$ cat config.mk
export PLATFORM = sky130hd
export DESIGN_NAME = spi_rom_resp
export DESIGN_NICKNAME = d
export VERILOG_FILES = /design/src/rtl/spirr_pkg.sv /design/src/rtl/spirr_sync.sv /design/src/rtl/spirr_edge.sv /design/src/rtl/spirr_rx.sv /design/src/rtl/spirr_tx.sv /design/src/rtl/spi_rom_resp.sv
export SDC_FILE = /design/constraint.sdc
export NUM_CORES = 1
export LEC_CHECK = 0
export CAP_MARGIN = 40
export CORE_ASPECT_RATIO = 1.4
export CORE_MARGIN = 5
export CORE_UTILIZATION = 40
export CTS_BUF_LIST = sky130_fd_sc_hd__clkbuf_4 sky130_fd_sc_hd__clkbuf_8
export DETAILED_ROUTE_END_ITERATION = 10
export PLACE_DENSITY = 0.57
export SETUP_SLACK_MARGIN = 0.02
export SLEW_MARGIN = 10
export SYNTH_ARGS = -nofsm -noshare
export SYNTH_HDL_FRONTEND = slang
export SYNTH_SLANG_ARGS = --single-unit
$ cat constraint.sdc
create_clock -name clk -period 2.7 [get_ports clk]
set_clock_uncertainty 0.2 [all_clocks]
set_input_delay 0.54 -clock clk [delete_from_list [all_inputs] [get_ports clk]]
set_output_delay 0.54 -clock clk [all_outputs]
set_load 0.02 [all_outputs]
$ cat src/rtl/spirr_pkg.sv
package spirr_pkg;

   // decoder phases of one chip-select window
   typedef enum logic [1:0] {
      ST_CMD  = 2'd0,
      ST_ADDR = 2'd1,
      ST_DATA = 2'd2,
      ST_SKIP = 2'd3
   } rd_state_e;

   localparam int unsigned CMD_BITS = 8;

endpackage

$ cat src/rtl/spirr_sync.sv
module spirr_sync #(
   parameter int unsigned W            = 1,
   parameter int unsigned STAGES       = 2,
   parameter logic [W-1:0] RST_VAL     = '0
) (
   input  logic         clk,
   input  logic         rst_n,
   input  logic [W-1:0] d,
   output logic [W-1:0] q
);

   logic [W-1:0] stg [STAGES];

   for (genvar g = 0; g < STAGES; g++) begin : g_stage
      if (g == 0) begin : g_first
         always_ff @(posedge clk or negedge rst_n) begin
            if (!rst_n) stg[g] <= RST_VAL;
            else        stg[g] <= d;
         end
      end else begin : g_next
         always_ff @(posedge clk or negedge rst_n) begin
            if (!rst_n) stg[g] <= RST_VAL;
            else        stg[g] <= stg[g-1];
         end
      end
   end

   assign q = stg[STAGES-1];

endmodule

$ cat src/rtl/spirr_edge.sv
module spirr_edge #(
   parameter logic IDLE_LVL = 1'b0
) (
   input  logic clk,
   input  logic rst_n,
   input  logic lvl,
   output logic rise,
   output logic fall
);

   logic lvl_q;

   always_ff @(posedge clk or negedge rst_n) begin
      if (!rst_n) lvl_q <= IDLE_LVL;
      else        lvl_q <= lvl;
   end

   assign rise = lvl & ~lvl_q;
   assign fall = ~lvl & lvl_q;

endmodule

$ cat src/rtl/spirr_rx.sv
module spirr_rx
   import spirr_pkg::*;
#(
   parameter int unsigned ADDR_W   = 16,
   parameter logic [CMD_BITS-1:0] READ_CMD = 8'h03
) (
   input  logic              clk,
   input  logic              rst_n,
   input  logic              cs_act,
   input  logic              rise,
   input  logic              mosi_s,
   output rd_state_e         st,
   output logic              start_vld,
   output logic [ADDR_W-1:0] start_addr
);

   localparam int unsigned CNT_W = $clog2(ADDR_W);

   rd_state_e         st_q;
   logic [ADDR_W-1:0] shreg;
   logic [CNT_W-1:0]  cnt;
   logic [ADDR_W-1:0] shreg_nx;

   assign shreg_nx = {shreg[ADDR_W-2:0], mosi_s};

   always_ff @(posedge clk or negedge rst_n) begin
      if (!rst_n) begin
         st_q       <= ST_CMD;
         shreg      <= '0;
         cnt        <= '0;
         start_vld  <= 1'b0;
         start_addr <= '0;
      end else begin
         start_vld <= 1'b0;
         if (!cs_act) begin
            st_q <= ST_CMD;
            cnt  <= '0;
         end else if (rise) begin
            unique case (st_q)
               ST_CMD: begin
                  shreg <= shreg_nx;
                  if (cnt == CNT_W'(CMD_BITS - 1)) begin
                     cnt  <= '0;
                     st_q <= (shreg_nx[CMD_BITS-1:0] == READ_CMD) ? ST_ADDR : ST_SKIP;
                  end else begin
                     cnt <= cnt + 1'b1;
                  end
               end
               ST_ADDR: begin
                  shreg <= shreg_nx;
                  if (cnt == CNT_W'(ADDR_W - 1)) begin
                     cnt        <= '0;
                     st_q       <= ST_DATA;
                     start_vld  <= 1'b1;
                     start_addr <= shreg_nx;
                  end else begin
                     cnt <= cnt + 1'b1;
                  end
               end
               default: ;
            endcase
         end
      end
   end

   assign st = st_q;

   AST_RESTART_ON_DESELECT: assert property (@(posedge clk) disable iff (!rst_n)
      !cs_act |=> (st_q == ST_CMD));
   AST_SKIP_NO_START: assert property (@(posedge clk) disable iff (!rst_n)
      (st_q == ST_SKIP) |-> !start_vld);

endmodule

$ cat src/rtl/spirr_tx.sv
module spirr_tx #(
   parameter int unsigned ADDR_W = 16,
   parameter int unsigned DATA_W = 8
) (
   input  logic              clk,
   input  logic              rst_n,
   input  logic              cs_act,
   input  logic              fall,
   input  logic              in_data,
   input  logic              start_vld,
   input  logic [ADDR_W-1:0] start_addr,
   output logic              mem_rd,
   output logic [ADDR_W-1:0] mem_addr,
   input  logic [DATA_W-1:0] mem_data,
   output logic              miso
);

   localparam int unsigned BC_W = $clog2(DATA_W);

   logic [ADDR_W-1:0] ptr;
   logic              rd_q;
   logic              cap_q;
   logic [DATA_W-1:0] nxt;
   logic [DATA_W-1:0] sh;
   logic [BC_W-1:0]   bcnt;
   logic              miso_q;

   always_ff @(posedge clk or negedge rst_n) begin
      if (!rst_n) begin
         ptr    <= '0;
         rd_q   <= 1'b0;
         cap_q  <= 1'b0;
         nxt    <= '1;
         sh     <= '1;
         bcnt   <= '0;
         miso_q <= 1'b1;
      end else if (!cs_act) begin
         rd_q   <= 1'b0;
         cap_q  <= 1'b0;
         bcnt   <= '0;
         miso_q <= 1'b1;
      end else begin
         rd_q  <= 1'b0;
         cap_q <= rd_q;
         if (cap_q) nxt <= mem_data;
         if (rd_q)  ptr <= ptr + 1'b1;
         if (start_vld) begin
            ptr  <= start_addr;
            rd_q <= 1'b1;
            bcnt <= '0;
         end else if (fall && in_data) begin
            if (bcnt == '0) begin
               miso_q <= nxt[DATA_W-1];
               sh     <= {nxt[DATA_W-2:0], 1'b0};
               rd_q   <= 1'b1;
            end else begin
               miso_q <= sh[DATA_W-1];
               sh     <= {sh[DATA_W-2:0], 1'b0};
            end
            if (bcnt == BC_W'(DATA_W - 1)) bcnt <= '0;
            else                           bcnt <= bcnt + 1'b1;
         end
      end
   end

   assign mem_rd   = rd_q;
   assign mem_addr = ptr;
   assign miso     = miso_q;

   // checker state: last address strobed within this transfer
   logic [ADDR_W-1:0] chk_last;
   logic              chk_seen;
   always_ff @(posedge clk or negedge rst_n) begin
      if (!rst_n) begin
         chk_last <= '0;
         chk_seen <= 1'b0;
      end else if (!cs_act || start_vld) begin
         chk_seen <= 1'b0;
      end else if (mem_rd) begin
         chk_last <= mem_addr;
         chk_seen <= 1'b1;
      end
   end

   AST_IDLE_MISO_HIGH: assert property (@(posedge clk) disable iff (!rst_n)
      !cs_act |=> miso);
   AST_NO_READ_IDLE: assert property (@(posedge clk) disable iff (!rst_n)
      !cs_act |=> !mem_rd);
   AST_FIRST_READ_ADDR: assert property (@(posedge clk) disable iff (!rst_n)
      start_vld |=> (mem_rd && mem_addr == $past(start_addr)));
   AST_MISO_ON_FALL: assert property (@(posedge clk) disable iff (!rst_n)
      (cs_act && $past(cs_act) && !$past(fall)) |-> $stable(miso));
   AST_ADDR_STEP: assert property (@(posedge clk) disable iff (!rst_n)
      (mem_rd && chk_seen) |-> (mem_addr == chk_last + 1'b1));
   AST_READ_PULSE: assert property (@(posedge clk) disable iff (!rst_n)
      mem_rd |=> !mem_rd);

endmodule

$ cat src/rtl/spi_rom_resp.sv
module spi_rom_resp
   import spirr_pkg::*;
#(
   parameter int unsigned ADDR_W      = 16,
   parameter int unsigned DATA_W      = 8,
   parameter int unsigned SYNC_STAGES = 2,
   parameter logic [CMD_BITS-1:0] READ_CMD = 8'h03
) (
   input  logic              clk,
   input  logic              rst_n,
   input  logic              spi_sclk,
   input  logic              spi_cs_n,
   input  logic              spi_mosi,
   output logic              spi_miso,
   output logic              mem_rd,
   output logic [ADDR_W-1:0] mem_addr,
   input  logic [DATA_W-1:0] mem_data
);

   // elaboration-time parameter checks
   if (SYNC_STAGES < 2) begin : g_bad_sync
      $error("SYNC_STAGES must be at least 2");
   end
   if (ADDR_W < CMD_BITS || ADDR_W > 32) begin : g_bad_addr
      $error("ADDR_W must lie between the command width and 32");
   end
   if (DATA_W < 2 || DATA_W > 32) begin : g_bad_data
      $error("DATA_W must lie between 2 and 32");
   end

   // pin synchronizers: {cs_n, sclk, mosi}
   logic [2:0] pins_s;
   spirr_sync #(
      .W       (3),
      .STAGES  (SYNC_STAGES),
      .RST_VAL (3'b100)
   ) u_sync (
      .clk   (clk),
      .rst_n (rst_n),
      .d     ({spi_cs_n, spi_sclk, spi_mosi}),
      .q     (pins_s)
   );

   logic cs_act, sclk_s, mosi_s;
   assign cs_act = ~pins_s[2];
   assign sclk_s = pins_s[1];
   assign mosi_s = pins_s[0];

   logic sclk_rise, sclk_fall;
   spirr_edge #(.IDLE_LVL(1'b0)) u_edge (
      .clk   (clk),
      .rst_n (rst_n),
      .lvl   (sclk_s),
      .rise  (sclk_rise),
      .fall  (sclk_fall)
   );

   rd_state_e         st;
   logic              start_vld;
   logic [ADDR_W-1:0] start_addr;

   spirr_rx #(
      .ADDR_W   (ADDR_W),
      .READ_CMD (READ_CMD)
   ) u_rx (
      .clk        (clk),
      .rst_n      (rst_n),
      .cs_act     (cs_act),
      .rise       (sclk_rise),
      .mosi_s     (mosi_s),
      .st         (st),
      .start_vld  (start_vld),
      .start_addr (start_addr)
   );

   spirr_tx #(
      .ADDR_W (ADDR_W),
      .DATA_W (DATA_W)
   ) u_tx (
      .clk        (clk),
      .rst_n      (rst_n),
      .cs_act     (cs_act),
      .fall       (sclk_fall),
      .in_data    (st == ST_DATA),
      .start_vld  (start_vld),
      .start_addr (start_addr),
      .mem_rd     (mem_rd),
      .mem_addr   (mem_addr),
      .mem_data   (mem_data),
      .miso       (spi_miso)
   );

   AST_SKIP_QUIET: assert property (@(posedge clk) disable iff (!rst_n)
      (st == ST_SKIP) |-> (spi_miso && !mem_rd));
   AST_HEADER_MISO_HIGH: assert property (@(posedge clk) disable iff (!rst_n)
      (st == ST_CMD || st == ST_ADDR) |-> spi_miso);

endmodule

==> summary.md <==
| Metric | Value |
|---|---|
| Outcome | `finished clean` |
| CTS Buffer Depth | `2` |
| Metal3 WL | `310 um` |
| Crit path required time | `1.96 ns` |
| Post-synthesis sequential element count | `83` |
| Kind of cell adding the most delay to the critical path | `buffers and inverters` |
| Critical path's largest stage delay | `0.68 ns` |
| CTS tree | `yes` |
| Slew HR | `53.1%` |
| Logic pwr share | `5.7%` |
| Max Cap Violations | `0` |
| Origin of the critical flop-to-flop path | `u_rx.st[1]` |
| Cell with the most instances after synthesis | `dfrtp_1` |
| Psw | `564 uW` |
| Crit path kind | `register to primary output` |
| Sequential fraction of the synthesis area | `55.5%` |
| Clock root buffer | `clkbuf_8` |
| Setup TNS | `0 ns` |
| Site Rows | `42` |
| Layout area overhead | `16.9%` |
| Switch share | `22.9%` |
| Fmax | `0.422 GHz` |
| Wire length on met2 | `3860 um` |
| Core Util, Final | `47.3%` |
| Die ar. | `0.0115 sq mm` |
| Post-synth top flop | `dfrtp_1` |
| Mapped Area | `0.00378 sq mm` |
| Initial DRC count | `143` |
| Leakage Power | `0.00192 uW` |
| Yosys top cell area share | `42.3%` |
| CP startpoint | `u_tx.mem_addr[2]` |
| Cell Area, Placed | `0.00420 sq mm` |
| Die Y-Extent | `125 um` |
| Slowest stage cell, crit path | `clkdlybuf4s50_1` |
| # DRC | `0` |
| Initial Utilization | `40.4%` |
| DRT Wirelength | `7690 um` |
| Number of global-route vias before repair | `2,494` |
| Skew-Pair Late Insertion Delay | `0.36 ns` |
| Mapped Cells | `320` |
| Crit share post-route | `87.9%` |
| Cell-internal power | `1900 uW` |
| Antenna cells | `0` |
| CP bufs+invs | `1` |
| CP max FO | `12` |
| Antenna-violating nets left | `0` |
| Router iterations before antenna repair | `6` |
| Postcts setup bufs | `0` |
| Mapped Nets | `338` |
| Die X | `92.2 um` |
| DR vias/cell | `5.41` |
| Hold Violations, Final | `0` |
| Power density over the cells | `557 mW/mm^2` |
| Top Metal Used | `met4` |
| CP endpoint kind | `primary output` |
| Detailed placement HPWL | `5420 um` |
| Hold Startpoint | `u_sync.stg[4]` |
| Min-Delay Path Class | `register to register` |
| Sequential share of power | `55.4%` |
| VDD IR max | `0.000224 V` |
| Worst-path clk slew | `0.08 ns` |
| # H-tree levels | `3` |
| CTS buffer count | `9` |
| Global Route Usage Sum | `14.1%` |
| Tmin final | `2.37 ns` |
| Largest net degree at the start of global routing | `43` |
| Clock power share | `38.8%` |
| EDFF count, synth | `0` |
| Initial antenna violation count | `0` |
| Clk sinks | `83` |
| Core area | `0.00935 sq mm` |
| Final instance area | `0.00442 sq mm` |
| GR Overflow Total | `0` |
| CP arrival | `1.63 ns` |
| Final RePlAce weighted congestion | `0.785` |
| Most common library cells after synthesis | `dfrtp_1 (64), mux2_2 (31), nand2_1 (28)` |
| Layout net count | `371` |
| Vias | `2,530` |
| Global-route wire length before repair | `12,800 um` |
| Slew Viols, Final | `0` |
| Ys async rst share | `100%` |
| RSZ-0062 raised after global routing | `false` |
| Syn Area/Cell | `11.8 sq um` |
| Port bufs | `30` |
| I/O pins | `31` |
| Crit-path cells | `clkdlybuf4s50_1` |
| Final setup fails | `0` |
| Post-synth top area cell | `dfrtp_1` |
| M1 WL | `3360 um` |
| Number of library cell types mapped by synthesis | `44` |
| Warnings from Yosys | `0` |
| Share of layout cells above drive strength 1 | `25.1%` |
| Type of origin of the critical path | `register` |
| Worst slew pin tran | `0.703 ns` |
| Leading post-synthesis cells by cell area | `dfrtp_1 (42%), dfstp_2 (13%), mux2_2 (9.2%)` |
| DR WL/cell | `16.4 um` |
-- power by group through the flow --
| stage | Sequential [uW] | Clock [uW] | Combinational [uW] |
|---|---|---|---|
| global route | 1380 | 1020 | 158 |
| global placement | 1390 | 0 | 139 |
| floorplan | 1370 | 0 | 82.1 |
| CTS | 1370 | 981 | 146 |
| finish | 1370 | 957 | 142 |
| detailed placement | 1390 | 0 | 144 |
-- cells in the final DEF (no fill, tap or decap), types with 4 or more instances in the layout --
cell type / count
mux2_2: 31
o21ai_0: 15
a22oi_1: 4
mux2_4: 9
nand2_1: 28
o22ai_1: 7
clkbuf_8: 12
dfstp_2: 19
mux2i_1: 20
inv_1: 7
nand4_1: 6
nor2b_1: 5
a21oi_1: 17
nor4_1: 5
clkdlybuf4s50_1: 29
nor3_1: 8
nor2_1: 20
nand3_1: 6
dfrtp_1: 64
buf_4: 8
ha_1: 5
-- layout make-up --
| type | instances | area, sq um |
|---|---|---|
| fillers | 856 | 4930 |
| inverters | 7 | 26.3 |
| well taps | 110 | 138 |
| multi-input cells | 213 | 1560 |
| repair buffers | 39 | 380 |
| flip-flops and latches | 83 | 2100 |
| clock buffers | 13 | 173 |
| clock inverters | 3 | 45.0 |
-- sequential cells by signal (all words and copies together) (netlist names), 2 cells and up --
register and flops:
u_rx.cnt 4, u_rx.st 2, u_tx.mem_addr 16, u_rx.shreg 15
u_tx.bcnt 3, u_sync.stg 3, u_rx.start_addr 16, u_sync.q 3
u_tx.sh 8, u_tx.nxt 8
-- path summary, 6_finish.rpt --
path	to	slack (ns)	depth (start not counted)
max	mem_addr[2]	0.33	1
min	u_sync.q[1]	0.15	0
max reg2reg	u_rx.shreg[8]	0.60	3
min reg2reg	u_sync.q[1]	0.15	0
max in group asynchronous	u_rx.shreg[9]	1.31	3
min in group asynchronous	u_tx.mem_addr[11]	0.41	2
-- cell families after synthesis --
family	Yosys count	synth area share, %
buffers and inverters	24	3.21
muxes	60	18.1
xor gates and xnor gates	2	0.463
DFF	83	55.5
and+or+nand+nor	94	12.8
AOI/OAI and AO/OA	52	8.24
adders and majority gates	5	1.65
-- layer usage --
| layer | vias up | GRT usage (%) |
|---|---|---|
| met5 | - | 0 |
| met4 | 0 | 6.04 |
| met3 | 13 | 3.67 |
| met2 | 52 | 22.6 |
| met1 | 1248 | 17.9 |
| li1 | 1217 | - |
-- what timing repair did --
item	4_1_cts	5_1_grt
hold buffers	1	0
resized for setup	0	0
hold endpoints to repair	20	0
-- per-stage QoR --
stage | std cells | worst slack [ns] | power, uW | hold slack (ns)
2_1_floorplan | 320 | 0.720 | 1450 | 0.0444
5_1_grt | 468 | 0.240 | 2560 | 0.157
4_1_cts | 468 | 0.304 | 2490 | 0.153
6_report | 468 | 0.328 | 2470 | 0.149
3_3_place_gp | 451 | 0.631 | 1530 | 0.132
3_5_place_dp | 451 | 0.608 | 1530 | 0.136
(Power assumes the default switching activity.)
